<file path="config.mk">
export PLATFORM = sky130hd
export DESIGN_NAME = fifo_serial_tx
export DESIGN_NICKNAME = d
export VERILOG_FILES = /design/src/rtl/ftx_pkg.sv /design/src/rtl/ftx_fifo.sv /design/src/rtl/ftx_bit_timer.sv /design/src/rtl/ftx_shifter.sv /design/src/rtl/fifo_serial_tx.sv
export SDC_FILE = /design/constraint.sdc
export NUM_CORES = 1
export LEC_CHECK = 0
export BUFFER_PORTS_ARGS = -buffer_cell sky130_fd_sc_hd__buf_2
export CAP_MARGIN = 20
export CELL_PAD_IN_SITES_DETAIL_PLACEMENT = 1
export CELL_PAD_IN_SITES_GLOBAL_PLACEMENT = 2
export CORE_ASPECT_RATIO = 0.7
export CORE_MARGIN = 2
export CORE_UTILIZATION = 54
export DETAILED_ROUTE_END_ITERATION = 8
export PLACE_DENSITY_LB_ADDON = 0.08
export SYNTH_ARGS = -nofsm -noshare
export SYNTH_HDL_FRONTEND = slang
export SYNTH_HIERARCHICAL = 1
export SYNTH_SLANG_ARGS = --single-unit
</file>
<file path="constraint.sdc">
create_clock -name clk -period 10.2 [get_ports clk]
set_input_delay 0.51 -clock clk [delete_from_list [all_inputs] [get_ports clk]]
set_output_delay 0.51 -clock clk [all_outputs]
set_load 0.01 [all_outputs]
</file>
<file path="src/rtl/ftx_pkg.sv">
package ftx_pkg;

    typedef enum logic [2:0] {
        ST_IDLE,
        ST_START,
        ST_DATA,
        ST_PARITY,
        ST_STOP
    } tx_state_e;

    typedef struct packed {
        logic [1:0] len_code;
        logic       par_en;
        logic       par_odd;
        logic       stop2;
    } line_cfg_t;

    localparam int MIN_DATA_BITS = 5;

endpackage

</file>
<file path="src/rtl/ftx_fifo.sv">
module ftx_fifo #(
    parameter int WIDTH = 8,
    parameter int DEPTH = 128
) (
    input  logic             clk,
    input  logic             rst_n,
    input  logic             wr_en,
    input  logic [WIDTH-1:0] wr_data,
    input  logic             rd_en,
    output logic [WIDTH-1:0] rd_data,
    output logic             empty,
    output logic             full
);
    localparam int AW = (DEPTH > 1) ? $clog2(DEPTH) : 1;
    localparam int CW = $clog2(DEPTH + 1);
    localparam logic [AW-1:0] LAST_IDX = AW'(DEPTH - 1);

    logic [WIDTH-1:0] mem_q [DEPTH];
    logic [AW-1:0]    wr_ptr_q;
    logic [AW-1:0]    rd_ptr_q;
    logic [CW-1:0]    count_q;
    logic             do_push;
    logic             do_pop;

    assign full    = (count_q == CW'(DEPTH));
    assign empty   = (count_q == '0);
    assign do_push = wr_en && !full;
    assign do_pop  = rd_en && !empty;
    assign rd_data = mem_q[rd_ptr_q];

    always_ff @(posedge clk) begin
        if (do_push) begin
            mem_q[wr_ptr_q] <= wr_data;
        end
    end

    always_ff @(posedge clk or negedge rst_n) begin
        if (!rst_n) begin
            wr_ptr_q <= '0;
            rd_ptr_q <= '0;
            count_q  <= '0;
        end else begin
            if (do_push) begin
                wr_ptr_q <= (wr_ptr_q == LAST_IDX) ? '0 : wr_ptr_q + 1'b1;
            end
            if (do_pop) begin
                rd_ptr_q <= (rd_ptr_q == LAST_IDX) ? '0 : rd_ptr_q + 1'b1;
            end
            unique case ({do_push, do_pop})
                2'b10:   count_q <= count_q + 1'b1;
                2'b01:   count_q <= count_q - 1'b1;
                default: count_q <= count_q;
            endcase
        end
    end

endmodule

</file>
<file path="src/rtl/ftx_bit_timer.sv">
module ftx_bit_timer #(
    parameter int OSR = 16
) (
    input  logic clk,
    input  logic rst_n,
    input  logic run,
    input  logic restart,
    input  logic tick,
    output logic bit_done
);
    localparam int TW = (OSR > 1) ? $clog2(OSR) : 1;
    localparam logic [TW-1:0] LAST_TICK = TW'(OSR - 1);

    logic [TW-1:0] cnt_q;

    assign bit_done = run && tick && (cnt_q == LAST_TICK);

    always_ff @(posedge clk or negedge rst_n) begin
        if (!rst_n) begin
            cnt_q <= '0;
        end else if (restart || !run) begin
            cnt_q <= '0;
        end else if (tick) begin
            cnt_q <= bit_done ? '0 : cnt_q + 1'b1;
        end
    end

endmodule

</file>
<file path="src/rtl/ftx_shifter.sv">
module ftx_shifter
    import ftx_pkg::*;
#(
    parameter int DATA_W = 8
) (
    input  logic              clk,
    input  logic              rst_n,
    input  logic              load,
    input  logic [DATA_W-1:0] load_data,
    input  line_cfg_t         load_cfg,
    input  logic              shift,
    output logic              ser_bit,
    output logic              par_bit,
    output logic              last_data,
    output logic              par_en_q,
    output logic              stop2_q
);
    localparam int IW = $clog2(DATA_W + 1);

    logic [DATA_W-1:0] sr_q;
    logic [IW-1:0]     idx_q;
    logic [IW-1:0]     nbits_q;
    logic [IW-1:0]     nbits_in;
    logic              par_calc;
    logic              par_q;

    assign nbits_in = IW'(MIN_DATA_BITS) + IW'(load_cfg.len_code);

    always_comb begin
        par_calc = 1'b0;
        for (int i = 0; i < DATA_W; i++) begin
            if (IW'(i) < nbits_in) begin
                par_calc = par_calc ^ load_data[i];
            end
        end
    end

    always_ff @(posedge clk or negedge rst_n) begin
        if (!rst_n) begin
            sr_q     <= '0;
            idx_q    <= '0;
            nbits_q  <= IW'(DATA_W);
            par_q    <= 1'b0;
            par_en_q <= 1'b0;
            stop2_q  <= 1'b0;
        end else if (load) begin
            sr_q     <= load_data;
            idx_q    <= '0;
            nbits_q  <= nbits_in;
            par_q    <= par_calc ^ load_cfg.par_odd;
            par_en_q <= load_cfg.par_en;
            stop2_q  <= load_cfg.stop2;
        end else if (shift) begin
            sr_q  <= sr_q >> 1;
            idx_q <= idx_q + 1'b1;
        end
    end

    assign ser_bit   = sr_q[0];
    assign par_bit   = par_q;
    assign last_data = (idx_q == nbits_q - 1'b1);

endmodule

</file>
<file path="src/rtl/fifo_serial_tx.sv">
module fifo_serial_tx
    import ftx_pkg::*;
#(
    parameter int DATA_W     = 8,
    parameter int FIFO_DEPTH = 128,
    parameter int OSR        = 16
) (
    input  logic              clk,
    input  logic              rst_n,
    input  logic              wr_en,
    input  logic [DATA_W-1:0] wr_data,
    input  logic              tick16,
    input  logic [1:0]        cfg_len,
    input  logic              cfg_par_en,
    input  logic              cfg_par_odd,
    input  logic              cfg_stop2,
    output logic              txd,
    output logic              fifo_empty,
    output logic              fifo_full,
    output logic              tx_idle
);
    tx_state_e         state_q;
    tx_state_e         state_d;
    logic              stop_sec_q;
    logic              stop_sec_d;
    logic              load_char;
    logic              shift_bit;
    logic              bit_done;
    logic [DATA_W-1:0] head_data;
    logic              ser_bit;
    logic              par_bit;
    logic              last_data;
    logic              par_en_q;
    logic              stop2_q;
    line_cfg_t         cfg_in;

    assign cfg_in = '{len_code: cfg_len, par_en: cfg_par_en,
                      par_odd: cfg_par_odd, stop2: cfg_stop2};

    ftx_fifo #(
        .WIDTH (DATA_W),
        .DEPTH (FIFO_DEPTH)
    ) u_fifo (
        .clk     (clk),
        .rst_n   (rst_n),
        .wr_en   (wr_en),
        .wr_data (wr_data),
        .rd_en   (load_char),
        .rd_data (head_data),
        .empty   (fifo_empty),
        .full    (fifo_full)
    );

    ftx_bit_timer #(
        .OSR (OSR)
    ) u_timer (
        .clk      (clk),
        .rst_n    (rst_n),
        .run      (state_q != ST_IDLE),
        .restart  (load_char),
        .tick     (tick16),
        .bit_done (bit_done)
    );

    ftx_shifter #(
        .DATA_W (DATA_W)
    ) u_shift (
        .clk       (clk),
        .rst_n     (rst_n),
        .load      (load_char),
        .load_data (head_data),
        .load_cfg  (cfg_in),
        .shift     (shift_bit),
        .ser_bit   (ser_bit),
        .par_bit   (par_bit),
        .last_data (last_data),
        .par_en_q  (par_en_q),
        .stop2_q   (stop2_q)
    );

    // State register
    always_ff @(posedge clk or negedge rst_n) begin
        if (!rst_n) begin
            state_q    <= ST_IDLE;
            stop_sec_q <= 1'b0;
        end else begin
            state_q    <= state_d;
            stop_sec_q <= stop_sec_d;
        end
    end

    // Next state and control strobes
    always_comb begin
        state_d    = state_q;
        stop_sec_d = stop_sec_q;
        load_char  = 1'b0;
        shift_bit  = 1'b0;
        unique case (state_q)
            ST_IDLE: begin
                if (!fifo_empty) begin
                    load_char = 1'b1;
                    state_d   = ST_START;
                end
            end
            ST_START: begin
                if (bit_done) begin
                    state_d = ST_DATA;
                end
            end
            ST_DATA: begin
                if (bit_done) begin
                    if (last_data) begin
                        state_d = par_en_q ? ST_PARITY : ST_STOP;
                    end else begin
                        shift_bit = 1'b1;
                    end
                end
            end
            ST_PARITY: begin
                if (bit_done) begin
                    state_d = ST_STOP;
                end
            end
            ST_STOP: begin
                if (bit_done) begin
                    if (stop2_q && !stop_sec_q) begin
                        stop_sec_d = 1'b1;
                    end else begin
                        stop_sec_d = 1'b0;
                        if (!fifo_empty) begin
                            load_char = 1'b1;
                            state_d   = ST_START;
                        end else begin
                            state_d = ST_IDLE;
                        end
                    end
                end
            end
            default: begin
                state_d    = ST_IDLE;
                stop_sec_d = 1'b0;
            end
        endcase
    end

    // Outputs
    always_comb begin
        unique case (state_q)
            ST_START:  txd = 1'b0;
            ST_DATA:   txd = ser_bit;
            ST_PARITY: txd = par_bit;
            default:   txd = 1'b1;
        endcase
        tx_idle = (state_q == ST_IDLE) && fifo_empty;
    end

endmodule

</file>
==> impl_metrics.env, run 1 <==
export IMPL_antenna_found_initial=6
export IMPL_dp_hpwl_um=68600
export IMPL_seqCellArea_um2=32000
export IMPL_area_growth_pct=10.2
export IMPL_drt_pass1_iterations=5
export IMPL_grt_max_degree=121
export IMPL_synth_area_leaders="edfxtp_1 72%, mux4_2 11%, dfrtp_1 2.8%"
export IMPL_tightest_slew_ps=1160
export IMPL_synth_edff_count=1024
export IMPL_critical_path_class="flop to flop"
export IMPL_final_common_cell="edfxtp_1"
export IMPL_insertion_delay_ps=690
export IMPL_via_per_inst=6.55
export IMPL_hold_violations=0
export IMPL_crit_fanout=85
export IMPL_diodes=0
export IMPL_ant_nets=0
export IMPL_leakagePower_nw=15.0
export IMPL_final_cell_mix="1024 x edfxtp_1, 209 x mux4_2, 175 x nor2_1"
export IMPL_syn_inst=2195
export IMPL_cts_buffers=100
export IMPL_slew_headroom_pct=22.6
export IMPL_drtIter0Drc=2921
export IMPL_io_pins=21
export IMPL_synthesis_nets=2228
export IMPL_grt_pass1_wl_um=163000
export IMPL_setup_violations_final=0
export IMPL_path_clk_slew_ps=70
export IMPL_rr_endpoint="u_shift/par_bit$_DFFE_PN0P_"
export IMPL_synth_warnings=6
export IMPL_ys_seq_elements=1073
export IMPL_postCtsSetupBuffers=0
export IMPL_cts_root_buf="clkbuf_16"
export IMPL_multi_input_area_um2=9940
export IMPL_setup_tns_ps=0
export IMPL_track_usage_pct=28.2
export IMPL_avgSynthCellArea_um2=19.5
export IMPL_synth_cell_type_count=73
export IMPL_fin_worst_skew_ps=34.6
export IMPL_async_reset_ff_share_pct=4.57
export IMPL_die_h_um=239
export IMPL_critPathLaunch="u_fifo/rd_ptr_q[0]$_DFFE_PN0P_"
export IMPL_synthesis_area_um2=42700
export IMPL_cts_max_level=3
export IMPL_worst_setup_path_end_kind="flop"
export IMPL_rsz0062_at_grt="no"
export IMPL_place_gp_congestion=0.824
export IMPL_rows=86
export IMPL_worst_setup_path_start_kind="flop"
export IMPL_synth_flop_cell="edfxtp_1"
export IMPL_power_total_mw=12.7
export IMPL_required_ps=10770
export IMPL_rrSetupSlack_ps=5250
export IMPL_dpl_worst_slack_ps=5270
export IMPL_final_area_um2=47100
export IMPL_ys_seq_area_share_pct=74.9
export IMPL_io_buffers=20
export IMPL_core_um2=78600
export IMPL_r2r_cells=11
export IMPL_drive_gt1_share_pct=20.2
export IMPL_routed_wl_um=112000
export IMPL_wl_per_cell_um=33.2
export IMPL_initial_utilization_pct=54.4
export IMPL_ir_worst_vdd_uv=167
export IMPL_crit_path_end="u_shift/par_bit$_DFFE_PN0P_"
export IMPL_vias=22100
export IMPL_die_w_um=340
export IMPL_post_cts_resized=0
export IMPL_rr_startpoint="u_fifo/rd_ptr_q[0]$_DFFE_PN0P_"
export IMPL_drv_cap=0
export IMPL_grt_pass1_vias=22300
export IMPL_period_needed_ps=4950
export IMPL_synth_top_area_cell="edfxtp_1"
export IMPL_cp_arrival_ps=5520
export IMPL_drcViolationCount=0
export IMPL_maxSlewViolCount=0
export IMPL_yosys_area_top_type_share_pct=72.0
export IMPL_hold_path_class="input pin to flop"
export IMPL_clockBufferDepth=3
export IMPL_tritoncts="yes"
export IMPL_numClockSinks=1073
export IMPL_placedInstanceArea_um2=43700
export IMPL_setup_ws_ps=5250
export IMPL_period_share_pct=48.5
export IMPL_nFillCells=6630
export IMPL_powerDensity_nw_per_um2=269
export IMPL_die_area_um2=81400
export IMPL_outcome="complete, no violations"
export IMPL_layout_nets=2272
export IMPL_overflow=0
export IMPL_timing_fmax_mhz=202
## final cells by class
class                           count  area share [%]
Multi-Input combinational cell    990            21.1
Inverter                           17           0.136
Sequential cell                  1073            68.0
Tap cell                         1056            2.81
Clock buffer                      113            5.55
Timing Repair Buffer               57           0.933
Clock inverter                     67            1.47
## layer usage
layer,wire length (um),track usage (%),vias up
met3,9860,5.47,147
li1,-,-,9009
met1,51300,45.4,12000
met2,48900,40.4,970
met4,1990,5.45,2
met5,13,0.238,-
## how the worst min path moves through the flow
stage	from	end	slack [ps]	cells after the start
2_1_floorplan	rst_n	state_q[0]$_DFFE_PN0P_	210	0
3_3_place_gp	stop_sec_q$_DFFE_PN0P_	stop_sec_q$_DFFE_PN0P_	490	2
3_5_place_dp	stop_sec_q$_DFFE_PN0P_	stop_sec_q$_DFFE_PN0P_	510	2
4_1_cts	cfg_stop2	u_shift/stop2_q$_DFFE_PN0P_	30	2
5_1_grt	cfg_stop2	u_shift/stop2_q$_DFFE_PN0P_	60	2
6_report	cfg_stop2	u_shift/stop2_q$_DFFE_PN0P_	80	2
## cells by family (layout without fill, tap and decap cells)
group / Yosys count / in the layout / share of synthesized area [%]
flops: 1073 / 1073 / 74.9
simple gates: 380 / 380 / 3.91
mux: 341 / 341 / 14.4
compound gates: 222 / 222 / 3.74
buf+inv: 132 / 254 / 1.93
xor+xnor: 31 / 31 / 0.668
fa+ha+maj: 16 / 16 / 0.486
## power by group
part           leakage [nW]  switching, mW  internal [mW]  total (mW)
Clock                  1.63           1.64           2.17        3.81
Combinational          3.53           2.19           1.43        3.62
Sequential             9.82          0.240           4.99        5.23
## metrics by stage
stage / utilization, % / instances / hold WS [ps]
2_1_floorplan: - / 2195 / 214
3_3_place_gp: 55.6 / 3189 / 491
3_5_place_dp: 55.7 / 3191 / 511
4_1_cts: 59.9 / 3372 / 32.9
5_1_grt: 59.9 / 3373 / 58.0
6_report: 59.9 / 3373 / 80.3
## sequential cells by signal (all words and copies together), names as in the netlist
signal	cells
state_q	3
stop_sec_q	1
u_fifo/count_q	8
u_fifo/mem_q	1024
u_fifo/rd_ptr_q	7
u_fifo/wr_ptr_q	7
u_shift/idx_q	4
u_shift/nbits_q	4
u_shift/par_bit	1
u_shift/par_en_q	1
u_shift/sr_q	8
u_shift/stop2_q	1
u_timer/cnt_q	4
## Yosys cell counts (all sizes together) (5+ instances only)
cell type / number
mux2i: 112
mux2: 14
and2: 5
nand2b: 9
mux4: 215
a21oi: 33
nor3: 10
edfxtp: 1024
nand2: 112
inv: 16
dfrtp: 48
a2111oi: 15
nand3: 23
a21o: 5
clkbuf: 39
xnor2: 23
o221ai: 17
nor2b: 12
a22o: 13
a31oi: 7
buf: 75
a211oi: 14
nor2: 177
o21ai: 38
a22oi: 23
a221oi: 9
o32a: 7
o22ai: 23
xor2: 7
nand4: 6
ha: 15
## what timing repair did
| action | CTS | global route |
|---|---|---|
| hold endpoints to repair | 48 | 0 |
| hold buffers | 1 | 0 |
| setup endpoints to repair | 0 | 0 |
## critical path: stages (launching register included)
cell and delay (ps):
dfrtp_4 830, buf_12 560, mux4_2 590, nand2_1 110, a21oi_1 120, a2111oi_2 750
a211oi_1 310, o32a_1 410, xnor2_1 230, xnor2_1 140, xnor3_1 410, mux2_4 260
Note: power is estimated with default switching activity, not from simulation.
==> inputs of run 2 (changes only) <==
--- a/config.mk
+++ b/config.mk
@@ -5,13 +5,14 @@
 export SDC_FILE = /design/constraint.sdc
 export NUM_CORES = 1
 export LEC_CHECK = 0
+export ABC_AREA = 1
 export BUFFER_PORTS_ARGS = -buffer_cell sky130_fd_sc_hd__buf_2
 export CAP_MARGIN = 20
 export CELL_PAD_IN_SITES_DETAIL_PLACEMENT = 1
 export CELL_PAD_IN_SITES_GLOBAL_PLACEMENT = 2
 export CORE_ASPECT_RATIO = 0.7
 export CORE_MARGIN = 2
-export CORE_UTILIZATION = 54
+export CORE_UTILIZATION = 43
 export DETAILED_ROUTE_END_ITERATION = 8
 export PLACE_DENSITY_LB_ADDON = 0.08
 export SYNTH_ARGS = -nofsm -noshare
==> constraint.sdc (replaced) <==
create_clock -name clk -period 4.6 [get_ports clk]
set_input_delay 0.23 -clock clk [delete_from_list [all_inputs] [get_ports clk]]
set_output_delay 0.23 -clock clk [all_outputs]
set_load 0.01 [all_outputs]
==> impl_metrics.env, run 2 <==
export IMPL_synth_cell_type_count=43
export IMPL_cts_buffers=108
export IMPL_synth_area_leaders="edfxtp_1 66%, nand2_1 11%, nor2_1 4.9%"
export IMPL_tritoncts="yes"
export IMPL_regMostFlops="u_fifo/mem_q"
export IMPL_largest_register_ff_count=1024
export IMPL_maxSlewViolCount=0
export IMPL_worst_setup_path_end_kind="flop"
export IMPL_initial_utilization_pct=43.5
export IMPL_post_cts_resized=0
export IMPL_cts_hold_buf=6
export IMPL_leakagePower_nw=20.5
export IMPL_setup_violations_final=0
export IMPL_yosys_area_top_type_share_pct=66.2
export IMPL_stdcell_count=6043
export IMPL_hold_violations=0
export IMPL_synth_flop_cell="edfxtp_1"
export IMPL_die_h_um=279
export IMPL_critical_path_class="flop to flop"
export IMPL_ant_nets=0
export IMPL_largestRegisters="u_fifo/mem_q: 1024 flops, u_fifo/count_q: 8 flops, u_shift/sr_q: 8 flops"
export IMPL_required_ps=5190
export IMPL_path_clk_slew_ps=60
export IMPL_tightest_slew_ps=1090
export IMPL_rsz0062_at_grt="no"
export IMPL_setup_tns_ps=0
export IMPL_io_buffers=20
export IMPL_dp_hpwl_um=86500
export IMPL_intPower_mw=19.4
export IMPL_synth_simple_gate_area_share_pct=21.6
export IMPL_critPathTopFamily="simple AND/OR/NAND/NOR gates"
export IMPL_final_common_cell="nand2_1"
export IMPL_antenna_found_initial=6
export IMPL_synth_mux_area_fraction_pct=0
export IMPL_drcViolationCount=0
export IMPL_final_cell_mix="1380 x nand2_1, 1024 x edfxtp_1, 608 x nor2_1"
export IMPL_slew_headroom_pct=26.8
export IMPL_clockBufferDepth=3
export IMPL_syn_inst=4504
export IMPL_pwr_share_clk_pct=28.3
export IMPL_synth_edff_count=1024
export IMPL_async_reset_ff_share_pct=4.57
export IMPL_timing_fmax_mhz=263
export IMPL_ys_seq_elements=1073
export IMPL_numClockSinks=1073
export IMPL_dp_cells=5836
export IMPL_layout_nets=4557
export IMPL_insertion_delay_ps=730
export IMPL_avgSynthCellArea_um2=10.3
export IMPL_overflow=0
export IMPL_yosysMostFrequentCell="nand2_1"
export IMPL_hold_path_class="input pin to flop"
export IMPL_synth_warnings=6
export IMPL_drtIter0Drc=2846
export IMPL_ys_seq_area_share_pct=68.8
export IMPL_area_growth_pct=11.9
export IMPL_critPathBufInv=4
export IMPL_routed_wl_um=141000
export IMPL_synth_top_family_by_area="simple AND/OR/NAND/NOR gates"
export IMPL_wl_per_cell_um=23.4
export IMPL_crit_chain="nor4_1 -> nand3_1 -> inv_1 -> inv_1 -> o2111a_1 -> nand2_1 -> clkinv_1 -> buf_4 -> ha_1 -> ha_1 -> a21oi_1 -> nand2_1 -> nand4_1 -> nand3_1 -> a21oi_1 -> o21ai_0 -> nand2_1 -> nand2_1"
export IMPL_synth_xor_area_share_pct=0.283
export IMPL_p_sw_mw=12.6
export IMPL_period_share_pct=82.6
export IMPL_slowest_stage="nor4_1"
export IMPL_synth_common_cells="1380 x nand2_1, 1024 x edfxtp_1, 609 x nor2_1"
export IMPL_grt_pass1_vias=32100
export IMPL_crit_fanout=10
export IMPL_core_um2=107000
export IMPL_synth_top_area_cell="edfxtp_1"
export IMPL_drive_gt1_share_pct=7.11
export IMPL_via_per_inst=5.30
export IMPL_crit_path_frequent_cell="nand2_1"
export IMPL_worst_setup_path_start_kind="flop"
export IMPL_synth_compound_area_share_pct=2.87
export IMPL_rows=100
export IMPL_power_frac_seq_pct=35.6
export IMPL_synthesis_area_um2=46400
export IMPL_synth_fa_ha_area_share_pct=0.447
export IMPL_grt_max_degree=138
export IMPL_io_pins=21
export IMPL_vias=32000
export IMPL_drv_cap=0
export IMPL_cp_arrival_ps=4390
export IMPL_switching_share_pct=39.4
export IMPL_period_needed_ps=3800
export IMPL_drt_pass1_iterations=5
export IMPL_power_total_mw=32.0
export IMPL_die_w_um=397
export IMPL_place_gp_congestion=0.819
export IMPL_track_usage_pct=25.7
export IMPL_diodes=0
export IMPL_cts_max_level=3
export IMPL_p_comb_share_pct=36.1
export IMPL_powerDensity_nw_per_um2=616
export IMPL_cts_root_buf="clkbuf_16"
export IMPL_fin_worst_skew_ps=27.2
export IMPL_grt_pass1_wl_um=210000
export IMPL_critPathMaxStageDelay_ps=500
export IMPL_ir_worst_vdd_uv=428
export IMPL_die_area_um2=111000
export IMPL_outcome="complete, no violations"
export IMPL_postCtsSetupBuffers=0
export IMPL_synthesis_nets=4537
[run 2: cells by family after synthesis]
group | count (synthesis)
AOI/OAI and AO/OA | 260
and+or+nand+nor | 2483
xor gates and xnor gates | 15
DFF | 1073
adders and majority gates | 16
buffers and inverters | 657
[run 2: area by class of cell]
| cell class | count | area, um^2 |
|---|---|---|
| fill | 11500 | 54800 |
| multi-input combinational | 2774 | 11700 |
| clock buffer | 144 | 2940 |
| timing repair buffer | 135 | 1250 |
| clock inverter | 57 | 628 |
| sequential | 1073 | 32000 |
| tap | 1428 | 1790 |
| inverter | 432 | 1640 |
[run 2: per-layer routing]
metal | global-route usage [%] | share of wire [%]
met1 | 39.8 | 49
met2 | 37.6 | 43
met3 | 4.31 | 5.6
met4 | 5.62 | 2.0
met5 | 0 | 0
[run 2: path summary, 6_finish.rpt]
path,from,endpoint,slack [ps],cells after the start
setup / recovery,u_fifo/count_q[0]$_DFFE_PN0P_,u_fifo/count_q[7]$_DFFE_PN0P_,800,18
hold / removal,wr_data[6],u_fifo/mem_q[71][6]$_DFFE_PP_,30,1
setup reg to reg,u_fifo/count_q[0]$_DFFE_PN0P_,u_fifo/count_q[7]$_DFFE_PN0P_,800,18
hold reg to reg,u_shift/sr_q[7]$_DFFE_PN0P_,u_shift/sr_q[7]$_DFFE_PN0P_,500,2
max in group asynchronous,rst_n,u_fifo/rd_ptr_q[2]$_DFFE_PN0P_,3560,3
min in group asynchronous,rst_n,u_shift/sr_q[1]$_DFFE_PN0P_,80,2
[run 2: power by group through the flow]
stage          registers (mW)  logic, mW  clock network (mW)
2_1_floorplan            11.4       7.22                   0
3_3_place_gp             11.6       11.4                   0
3_5_place_dp             11.6       11.5                   0
4_1_cts                  11.4       11.5                9.22
5_1_grt                  11.4       12.8                9.60
6_report                 11.4       11.6                9.05
[run 2: stage by stage]
step / setup slack (ps) / hold slack (ps) / util, % / cell area [um^2]
2_1_floorplan: 1410 / -65.6 / - / 46400
3_3_place_gp: 807 / 253 / 45.3 / 48300
3_5_place_dp: 836 / 249 / 45.3 / 48300
4_1_cts: 818 / 10.3 / 48.7 / 52000
5_1_grt: 424 / 30.9 / 48.7 / 52000
6_report: 798 / 29.1 / 48.7 / 52000
